$ cat src/rtl/fpm16_pkg.sv
package fpm16_pkg;

    localparam int EXP_W    = 5;
    localparam int MAN_W    = 10;
    localparam int WORD_W   = 1 + EXP_W + MAN_W;
    localparam int BIAS     = 31;
    localparam int SIG_W    = MAN_W + 1;
    localparam int PROD_W   = 2 * SIG_W;
    localparam int EXP_X_W  = EXP_W + 3;
    localparam int EXP_TOP  = (1 << EXP_W) - 1;

    typedef struct packed {
        logic             sign;
        logic             is_zero;
        logic [EXP_W-1:0] exp;
        logic [SIG_W-1:0] sig;
    } fpm_opnd_t;

    typedef struct packed {
        logic                      sign;
        logic                      is_zero;
        logic signed [EXP_X_W-1:0] exp;
        logic [PROD_W-1:0]         prod;
    } fpm_prod_t;

    function automatic logic [WORD_W-1:0] fpm_pack(input logic s,
                                                  input logic [EXP_W-1:0] e,
                                                  input logic [MAN_W-1:0] m);
        return {s, e, m};
    endfunction

    function automatic logic [WORD_W-1:0] fpm_zero(input logic s);
        return {s, {(WORD_W-1){1'b0}}};
    endfunction

    function automatic logic [WORD_W-1:0] fpm_max(input logic s);
        return {s, {(WORD_W-1){1'b1}}};
    endfunction

endpackage

$ cat src/rtl/fpm16_unpack.sv
module fpm16_unpack
    import fpm16_pkg::*;
(
    input  logic [WORD_W-1:0] word_i,
    output fpm_opnd_t         opnd_o
);

    always_comb begin
        opnd_o.sign    = word_i[WORD_W-1];
        opnd_o.exp     = word_i[WORD_W-2 -: EXP_W];
        opnd_o.sig     = {1'b1, word_i[MAN_W-1:0]};
        opnd_o.is_zero = (word_i[WORD_W-2:0] == '0);
    end

endmodule

$ cat src/rtl/fpm16_sigmul.sv
module fpm16_sigmul
    import fpm16_pkg::*;
(
    input  fpm_opnd_t lhs_i,
    input  fpm_opnd_t rhs_i,
    output fpm_prod_t prod_o
);

    localparam logic signed [EXP_X_W-1:0] BIAS_X = EXP_X_W'(BIAS);

    logic signed [EXP_X_W-1:0] ea_x;
    logic signed [EXP_X_W-1:0] eb_x;

    always_comb begin
        ea_x           = {{(EXP_X_W-EXP_W){1'b0}}, lhs_i.exp};
        eb_x           = {{(EXP_X_W-EXP_W){1'b0}}, rhs_i.exp};
        prod_o.sign    = lhs_i.sign ^ rhs_i.sign;
        prod_o.is_zero = lhs_i.is_zero | rhs_i.is_zero;
        prod_o.exp     = ea_x + eb_x - BIAS_X;
        prod_o.prod    = PROD_W'(lhs_i.sig) * PROD_W'(rhs_i.sig);
    end

endmodule

$ cat src/rtl/fpm16_round.sv
module fpm16_round
    import fpm16_pkg::*;
(
    input  fpm_prod_t         prod_i,
    output logic [WORD_W-1:0] word_o
);

    localparam int G_POS = PROD_W - 2 - MAN_W;
    localparam int R_POS = G_POS - 1;
    localparam logic signed [EXP_X_W-1:0] EXP_HI_X = EXP_X_W'(EXP_TOP);
    localparam logic signed [EXP_X_W-1:0] EXP_LO_X = EXP_X_W'(1);

    logic                      hi;
    logic [PROD_W-1:0]         shifted;
    logic [MAN_W-1:0]          keep;
    logic                      g_bit;
    logic                      r_bit;
    logic                      s_bit;
    logic                      inc;
    logic [MAN_W:0]            rounded;
    logic [1:0]                bump;
    logic signed [EXP_X_W-1:0] exp_f;

    always_comb begin
        hi      = prod_i.prod[PROD_W-1];
        shifted = hi ? prod_i.prod : (prod_i.prod << 1);
        keep    = shifted[PROD_W-2 -: MAN_W];
        g_bit   = shifted[G_POS];
        r_bit   = shifted[R_POS];
        s_bit   = |shifted[R_POS-1:0];
        inc     = g_bit & (r_bit | s_bit | keep[0]);
        rounded = {1'b0, keep} + {{MAN_W{1'b0}}, inc};
        bump    = {1'b0, hi} + {1'b0, rounded[MAN_W]};
        exp_f   = prod_i.exp + $signed({{(EXP_X_W-2){1'b0}}, bump});

        if (prod_i.is_zero)
            word_o = fpm_zero(prod_i.sign);
        else if (exp_f > EXP_HI_X)
            word_o = fpm_max(prod_i.sign);
        else if (exp_f < EXP_LO_X)
            word_o = fpm_zero(prod_i.sign);
        else
            word_o = fpm_pack(prod_i.sign, exp_f[EXP_W-1:0], rounded[MAN_W-1:0]);
    end

endmodule

$ cat src/rtl/fpm16_mul.sv
module fpm16_mul
    import fpm16_pkg::*;
(
    input  logic              clk,
    input  logic              rst,
    input  logic              in_valid,
    input  logic [WORD_W-1:0] op_a,
    input  logic [WORD_W-1:0] op_b,
    output logic              out_valid,
    output logic [WORD_W-1:0] product
);

    localparam int N_OPS = 2;

    logic [WORD_W-1:0] ops  [N_OPS];
    fpm_opnd_t         opnd [N_OPS];
    fpm_prod_t         raw;
    logic [WORD_W-1:0] result;

    assign ops[0] = op_a;
    assign ops[1] = op_b;

    for (genvar gi = 0; gi < N_OPS; gi++) begin : g_unpack
        fpm16_unpack unpack_i (
            .word_i (ops[gi]),
            .opnd_o (opnd[gi])
        );
    end

    fpm16_sigmul sigmul_i (
        .lhs_i  (opnd[0]),
        .rhs_i  (opnd[1]),
        .prod_o (raw)
    );

    fpm16_round round_i (
        .prod_i (raw),
        .word_o (result)
    );

    always_ff @(posedge clk) begin
        if (rst) begin
            out_valid <= 1'b0;
            product   <= '0;
        end else begin
            out_valid <= in_valid;
            if (in_valid)
                product <= result;
        end
    end

endmodule

$ cat config.mk
export PLATFORM = sky130hd
export DESIGN_NAME = fpm16_mul
export DESIGN_NICKNAME = d
export VERILOG_FILES = /design/src/rtl/fpm16_pkg.sv /design/src/rtl/fpm16_unpack.sv /design/src/rtl/fpm16_sigmul.sv /design/src/rtl/fpm16_round.sv /design/src/rtl/fpm16_mul.sv
export SDC_FILE = /design/constraint.sdc
export NUM_CORES = 1
export LEC_CHECK = 0
export BUFFER_PORTS_ARGS = -buffer_cell sky130_fd_sc_hd__buf_4
export CAP_MARGIN = 20
export CORE_UTILIZATION = 50
export DETAILED_ROUTE_END_ITERATION = 8
export PLACE_DENSITY = 0.69
export SLEW_MARGIN = 40
export SYNTH_ARGS = -nofsm -noshare
export SYNTH_HDL_FRONTEND = slang
export SYNTH_SLANG_ARGS = --single-unit
export TNS_END_PERCENT = 50
$ cat constraint.sdc
create_clock -name clk -period 31.7 [get_ports clk]
set_input_delay 6.34 -clock clk [delete_from_list [all_inputs] [get_ports clk]]
set_output_delay 6.34 -clock clk [all_outputs]
set_load 0.02 [all_outputs]
# [Word-level counts from Yosys, hierarchy flattened]
# Cells that the tools add are included.
[classes] addsub=5 multipliers=1 magnitude_cmp=2 muxes=4 bitwise=5 reduce_logical=3
[op_table] cell="$mux 15" count=3
[op_table] cell="$logic_not 15->1" count=2
[op_table] cell="$mul 11x11->22" count=1
[op_table] cell="$mux 21" count=1
[op_table] cell="$add 10x1->11" count=1
[op_table] cell="$reduce_or 9->1" count=1
[op_table] cell="$add 8x3->8" count=1
[op_table] cell="$gt 8x6->1 const B" count=1
[op_table] cell="$lt 8x2->1 const B" count=1
[op_table] cell="$sub 8x6->8 const B" count=1
[op_table] cell="$add 5x5->6" count=1
[op_table] cell="$or 1x1->1" count=3
[op_table] cell="$add 1x1->2" count=1
[op_table] cell="$and 1x1->1" count=1
[op_table] cell="$xor 1x1->1" count=1
[word_totals] register_bits=17 in_bits=35 out_inout_bits=17 word_cells=22

# [Depth between registers and ports, before layout]
[logic_depth] ltp_word=13 ltp_mapped=41

# [By module]
# Synthesis repeated with hierarchy kept, for this count alone.
[unflattened] cells_unflattened=719 hier_area_um2=6029.5
[by_module_without_submodules] module="fpm16_sigmul" n_inst=1 cells_per_inst=508 area_per_inst_um2=4270.3 seq_area_each_um2=0.0
[by_module_without_submodules] module="fpm16_round" n_inst=1 cells_per_inst=111 area_per_inst_um2=823.3 seq_area_each_um2=0.0
[by_module_without_submodules] module="fpm16_mul" n_inst=1 cells_per_inst=54 area_per_inst_um2=608.1 seq_area_each_um2=340.3
[by_module_without_submodules] module="fpm16_unpack" n_inst=2 cells_per_inst=23 area_per_inst_um2=163.9 seq_area_each_um2=0.0

# [Worst setup path before layout]
# OpenSTA, ideal clock, no wires.
[synth_timing] path_kind="in2reg" start="input op_a[1]" end="register product[0]" setup_time_ns=0.115 t_arrival_ns=14.636 t_required_ns=31.585 path_slack_ns=16.949 stages=41 n_path_buf=4 cell_sequence="clkbuf_1 > inv_1 > nor2_1 > fa_1 > inv_1 > fa_1 > inv_1 > fa_1 > fa_1 > inv_1 > fa_1 > inv_1 > ha_1 > buf_6 > a211oi_4 > nor2_2 > o21a_1 > o21ai_1 > (+5 left out) > ha_1 > and3_1 > nand3_1 > nor3_2 > nand3_1 > xnor2_1 > ha_1 > inv_1 > fa_1 > xor3_1 > nor3b_1 > nor4b_1 > o22ai_1 > a22oi_1 > a31oi_1 > a21oi_1 > o2bb2ai_1 > and2_1"
[synth_between] elab_chain_cells=13
[synth_rtl] item="from (decl)" line="fpm16_mul.sv:7" rtl="input logic [WORD_W-1:0] op_a,"
[synth_rtl] item="$mul 11x11->22" line="fpm16_sigmul.sv:20" rtl="prod_o.prod = PROD_W'(lhs_i.sig) * PROD_W'(rhs_i.sig);"
[synth_rtl] item="$mux 21" line="fpm16_round.sv:26" rtl="shifted = hi ? prod_i.prod : (prod_i.prod << 1);"
[synth_rtl] item="$reduce_or 9->1" line="fpm16_round.sv:30" rtl="s_bit = |shifted[R_POS-1:0];"
[synth_rtl] item="$or 1x1->1 (2 in series)" line="fpm16_round.sv:31" rtl="inc = g_bit & (r_bit | s_bit | keep[0]);"
[synth_rtl] item="$and 1x1->1" line="fpm16_round.sv:31"
[synth_rtl] item="$add 10x1->11" line="fpm16_round.sv:32" rtl="rounded = {1'b0, keep} + {{MAN_W{1'b0}}, inc};"
[synth_rtl] item="$add 1x1->2" line="fpm16_round.sv:33" rtl="bump = {1'b0, hi} + {1'b0, rounded[MAN_W]};"
[synth_rtl] item="$add 8x3->8" line="fpm16_round.sv:34" rtl="exp_f = prod_i.exp + $signed({{(EXP_X_W-2){1'b0}}, bump});"
[synth_rtl] item="$lt 8x2->1" line="fpm16_round.sv:40" rtl="else if (exp_f < EXP_LO_X)"
[synth_rtl] item="$mux 15" line="fpm16_round.sv:40"
[synth_rtl] item="$mux 15" line="fpm16_round.sv:38" rtl="else if (exp_f > EXP_HI_X)"
[synth_rtl] item="$mux 15 *" line="fpm16_round.sv:36" rtl="if (prod_i.is_zero)"
[synth_rtl] item="to (signal assigned)" line="fpm16_mul.sv:48" rtl="product <= result;"
[synth_rtl] item="to (decl)" line="fpm16_mul.sv:10" rtl="output logic [WORD_W-1:0] product"
# Mark *: on every way between the ends. The rest lies on a longest branch, timed or not.
# A chain may end at the register's enable or synchronous reset.

# [Worst setup path after layout]
# Same ends and word-level chain as after synthesis.

==> summary.txt <==
Outcome
  • Status: complete, but fails checks
  • Failing checks: design-rule violations

Global routing
  • GRT overflow: 0
  • Total GRT Usage: a little under a quarter
  • First-pass GRT wire length: 23.5 mm
  • Vias in the first global route: 5012
  • Largest net degree at the start of global routing: 26
  • Initial antenna violation count: 0

Timing
  • Worst relative slew slack: about 52%
  • Tmin final: 15.24 ns
  • RSZ-0062 raised after global routing: no
  • Setup TNS: 0 ns
  • Final setup margin: 16.46 ns
  • Max-slew violation count: 0
  • Hold slack: ~0.46 ns
  • Worst slew pin tran: 0.705 ns
  • Fmax: around 0.066 GHz
  • Final number of setup-violating endpoints: 0
  • Final Skew: 0 ns
  • Period utilisation layout: between 40% and 50%
  • Final hold vios: 0

Die
  • Die area: 12400 sq um
  • Core ar.: roughly 12000 sq um
  • I/O Pins: 52
  • Initial Util: between 50% and 60%
  • Site row count: 39
  • Die height: about 110 microns
  • Die width: ~110 microns

Cells and area
  • Layout Nets: between 900 and 1000
  • Cell Count, Final, Fillers Out: between 800 and 900
  • Multi-input gate area: between 5000 and 6000 sq um
  • P&R area growth vs syn: 8.25%
  • Share of cells above drive strength 1: around a tenth
  • Sequential cell area: roughly 340 sq um
  • Antenna fix cells: 0
  • Layout fillers: 1077

Yosys
  • EDFF count, synth: 0
  • Sequential fraction of the synthesis area: 5.68%
  • FFs w/ async S/R, synth: 0%
  • Mapped Avg Cell Area: between 8 and 9 sq um
  • Warnings from Yosys: 0
  • Post-synthesis cell area: about 6000 sq um
  • Synth Area in XOR/XNOR: under 10%
  • Cells after Synth: about 720
  • Adder-cell share of the synthesized area: approximately two fifths
  • Ys flop type: dfxtp_1
  • Syn_nets: ~910
  • Largest family of logic cells by synthesized area: adder cells
  • #FFs+latches synth: 17
  • Synth Area in Compound Gates: ~16%
  • Post-synthesis mux area share: under 10%
  • Post-synthesis simple-gate area fraction: 19.9%
  • Post-synthesis cell type count: 77

Clock network
  • CTS resizes: 0
  • Clock-pin slew on the worst setup and hold paths: about 0.050 ns
  • CTS tree: done
  • Hold Buf Count CTS: 0
  • CTS sink cnt: 17
  • Bufs on Longest Clock Path: 2
  • Inserted Clock Buffers: 3
  • Postcts setup bufs: 0
  • H-Tree Depth: 1
  • Root buf cell: clkbuf_16
  • Worst-skew pair later-pin latency: approximately 0.24 ns

Min path
  • Min-delay worst type: flop to flop
  • WHS Path Cells: 2

Worst setup path
  • CP Data Required Time: roughly 32 ns
  • Max stage delay on crit path: roughly 0.54 ns
  • FF-to-FF path depth: 3
  • Worst-path maximum fanout: 25
  • Crit path from: op_a[1]
  • Worst R2R Start: product[9]
  • Critical Path Source Type: input port
  • Critical path type: input port to flop
  • FF-to-FF setup slack: between 30 and 40 ns
  • Worst Path Arrival: 15.38 ns
  • Worst R2R End: product[9]
  • Crit path to: product[0]
  • Slowest CP cell: fa_1
  • CP endpoint kind: flop

Routing
  • Remaining routing DRC violations: 3
  • TritonRoute pass-1 iters: 7
  • Vias per cell: 5.71
  • ANT nets after route: 0
  • Detailed-route wire length: between 10 and 15 mm
  • Routed WL per cell: 15.6 microns
  • Via count: just over 5000
  • Starting DRT DRC Count: slightly above 300

Placement
  • PortBufs: 51
  • Routability cong.: ~0.91
  • Placed Instances: around 890
  • Setup WS pre-CTS: ~16 ns
  • HPWL after detailed placement: 11.7 mm

Flow run
  • Max-cap violations: 0
==> flip-flops by register name, indices dropped and copies added, names as in the netlist <==
name,count
out_valid,1
product,16
==> logic make-up (layout without fill, tap and decap cells) <==
family                   Yosys count  after routing
AO/OA/AOI/OAI                    128            128
XOR/XNOR                          28             28
adder cells (fa/ha/maj)          150            150
buffers and inverters            158            183
flip-flops                        17             17
multiplexers                      12             12
AND/OR/NAND/NOR                  229            229
==> cell type report <==
cell class	count	share of cell area [%]
well taps	143	2.76
multi-input cells	547	77.4
repair buffers	52	6.02
flip-flops and latches	17	5.25
clock buffers	4	1.22
inverters	127	7.35
==> cells in the final DEF (no fill, tap or decap), types with 5 or more instances in the layout <==
cell type and n:
buf_4 52, xor2_1 8, nand2_1 81, fa_1 82, o21a_1 6, o211ai_1 6
nor4_1 8, and2_1 43, mux2i_1 10, a21oi_1 30, nor2_1 31, dfxtp_1 17
inv_1 127, nor3b_1 5, and3_1 7, a21o_1 6, ha_1 68, o21ai_1 5
xnor2_1 18, nand3_1 12, o21ai_0 20, a211oi_1 5, nor3_1 12
==> Yosys cell counts (17+ instances only) <==
library cell | instances | area [sq um]
and2_1 | 43 | 269
ha_1 | 68 | 851
dfxtp_1 | 17 | 340
nand2_1 | 81 | 304
a21oi_1 | 30 | 150
o21ai_0 | 20 | 100
xnor2_1 | 18 | 158
inv_1 | 127 | 477
nor2_1 | 31 | 116
clkbuf_1 | 22 | 82.6
fa_1 | 82 | 1640
==> metal layers <==
layer / track usage [%] / vias up / wire, microns
li1: - / 2433 / -
met1: 31.7 / 2480 / 6300
met2: 39.3 / 149 / 6710
met3: 2.12 / 16 / 682
met4: 3.33 / 0 / 192
met5: 0 / - / 0
==> how the worst min path moves through the flow <==
stage / startpoint / end
2_1_floorplan: product[3] / product[3]
3_3_place_gp: product[3] / product[3]
3_5_place_dp: product[1] / product[1]
4_1_cts: product[1] / product[1]
5_1_grt: product[13] / product[13]
6_report: product[1] / product[1]
==> per-stage QoR <==
stage | instance area (sq um) | util, %
after detailed placement | 6410 | 55.4
after global placement | 6410 | 55.4
after global routing | 6490 | 56.1
after CTS | 6490 | 56.1
final | 6490 | 56.1
after floorplan | 5990 | -
==> worst max-delay path: cells and delay by family <==
family | cells | cell delay, ns
xor gates and xnor gates | 2 | 0.44
adders and majority gates | 9 | 3.95
and+or+nand+nor | 13 | 2.61
muxes | 1 | 0.12
AOI/OAI and AO/OA | 6 | 1.03
buffers and inverters | 8 | 0.88
Power is not shown: default switching activity piles up to over one toggle a cycle in this logic, so the estimate is an artifact.
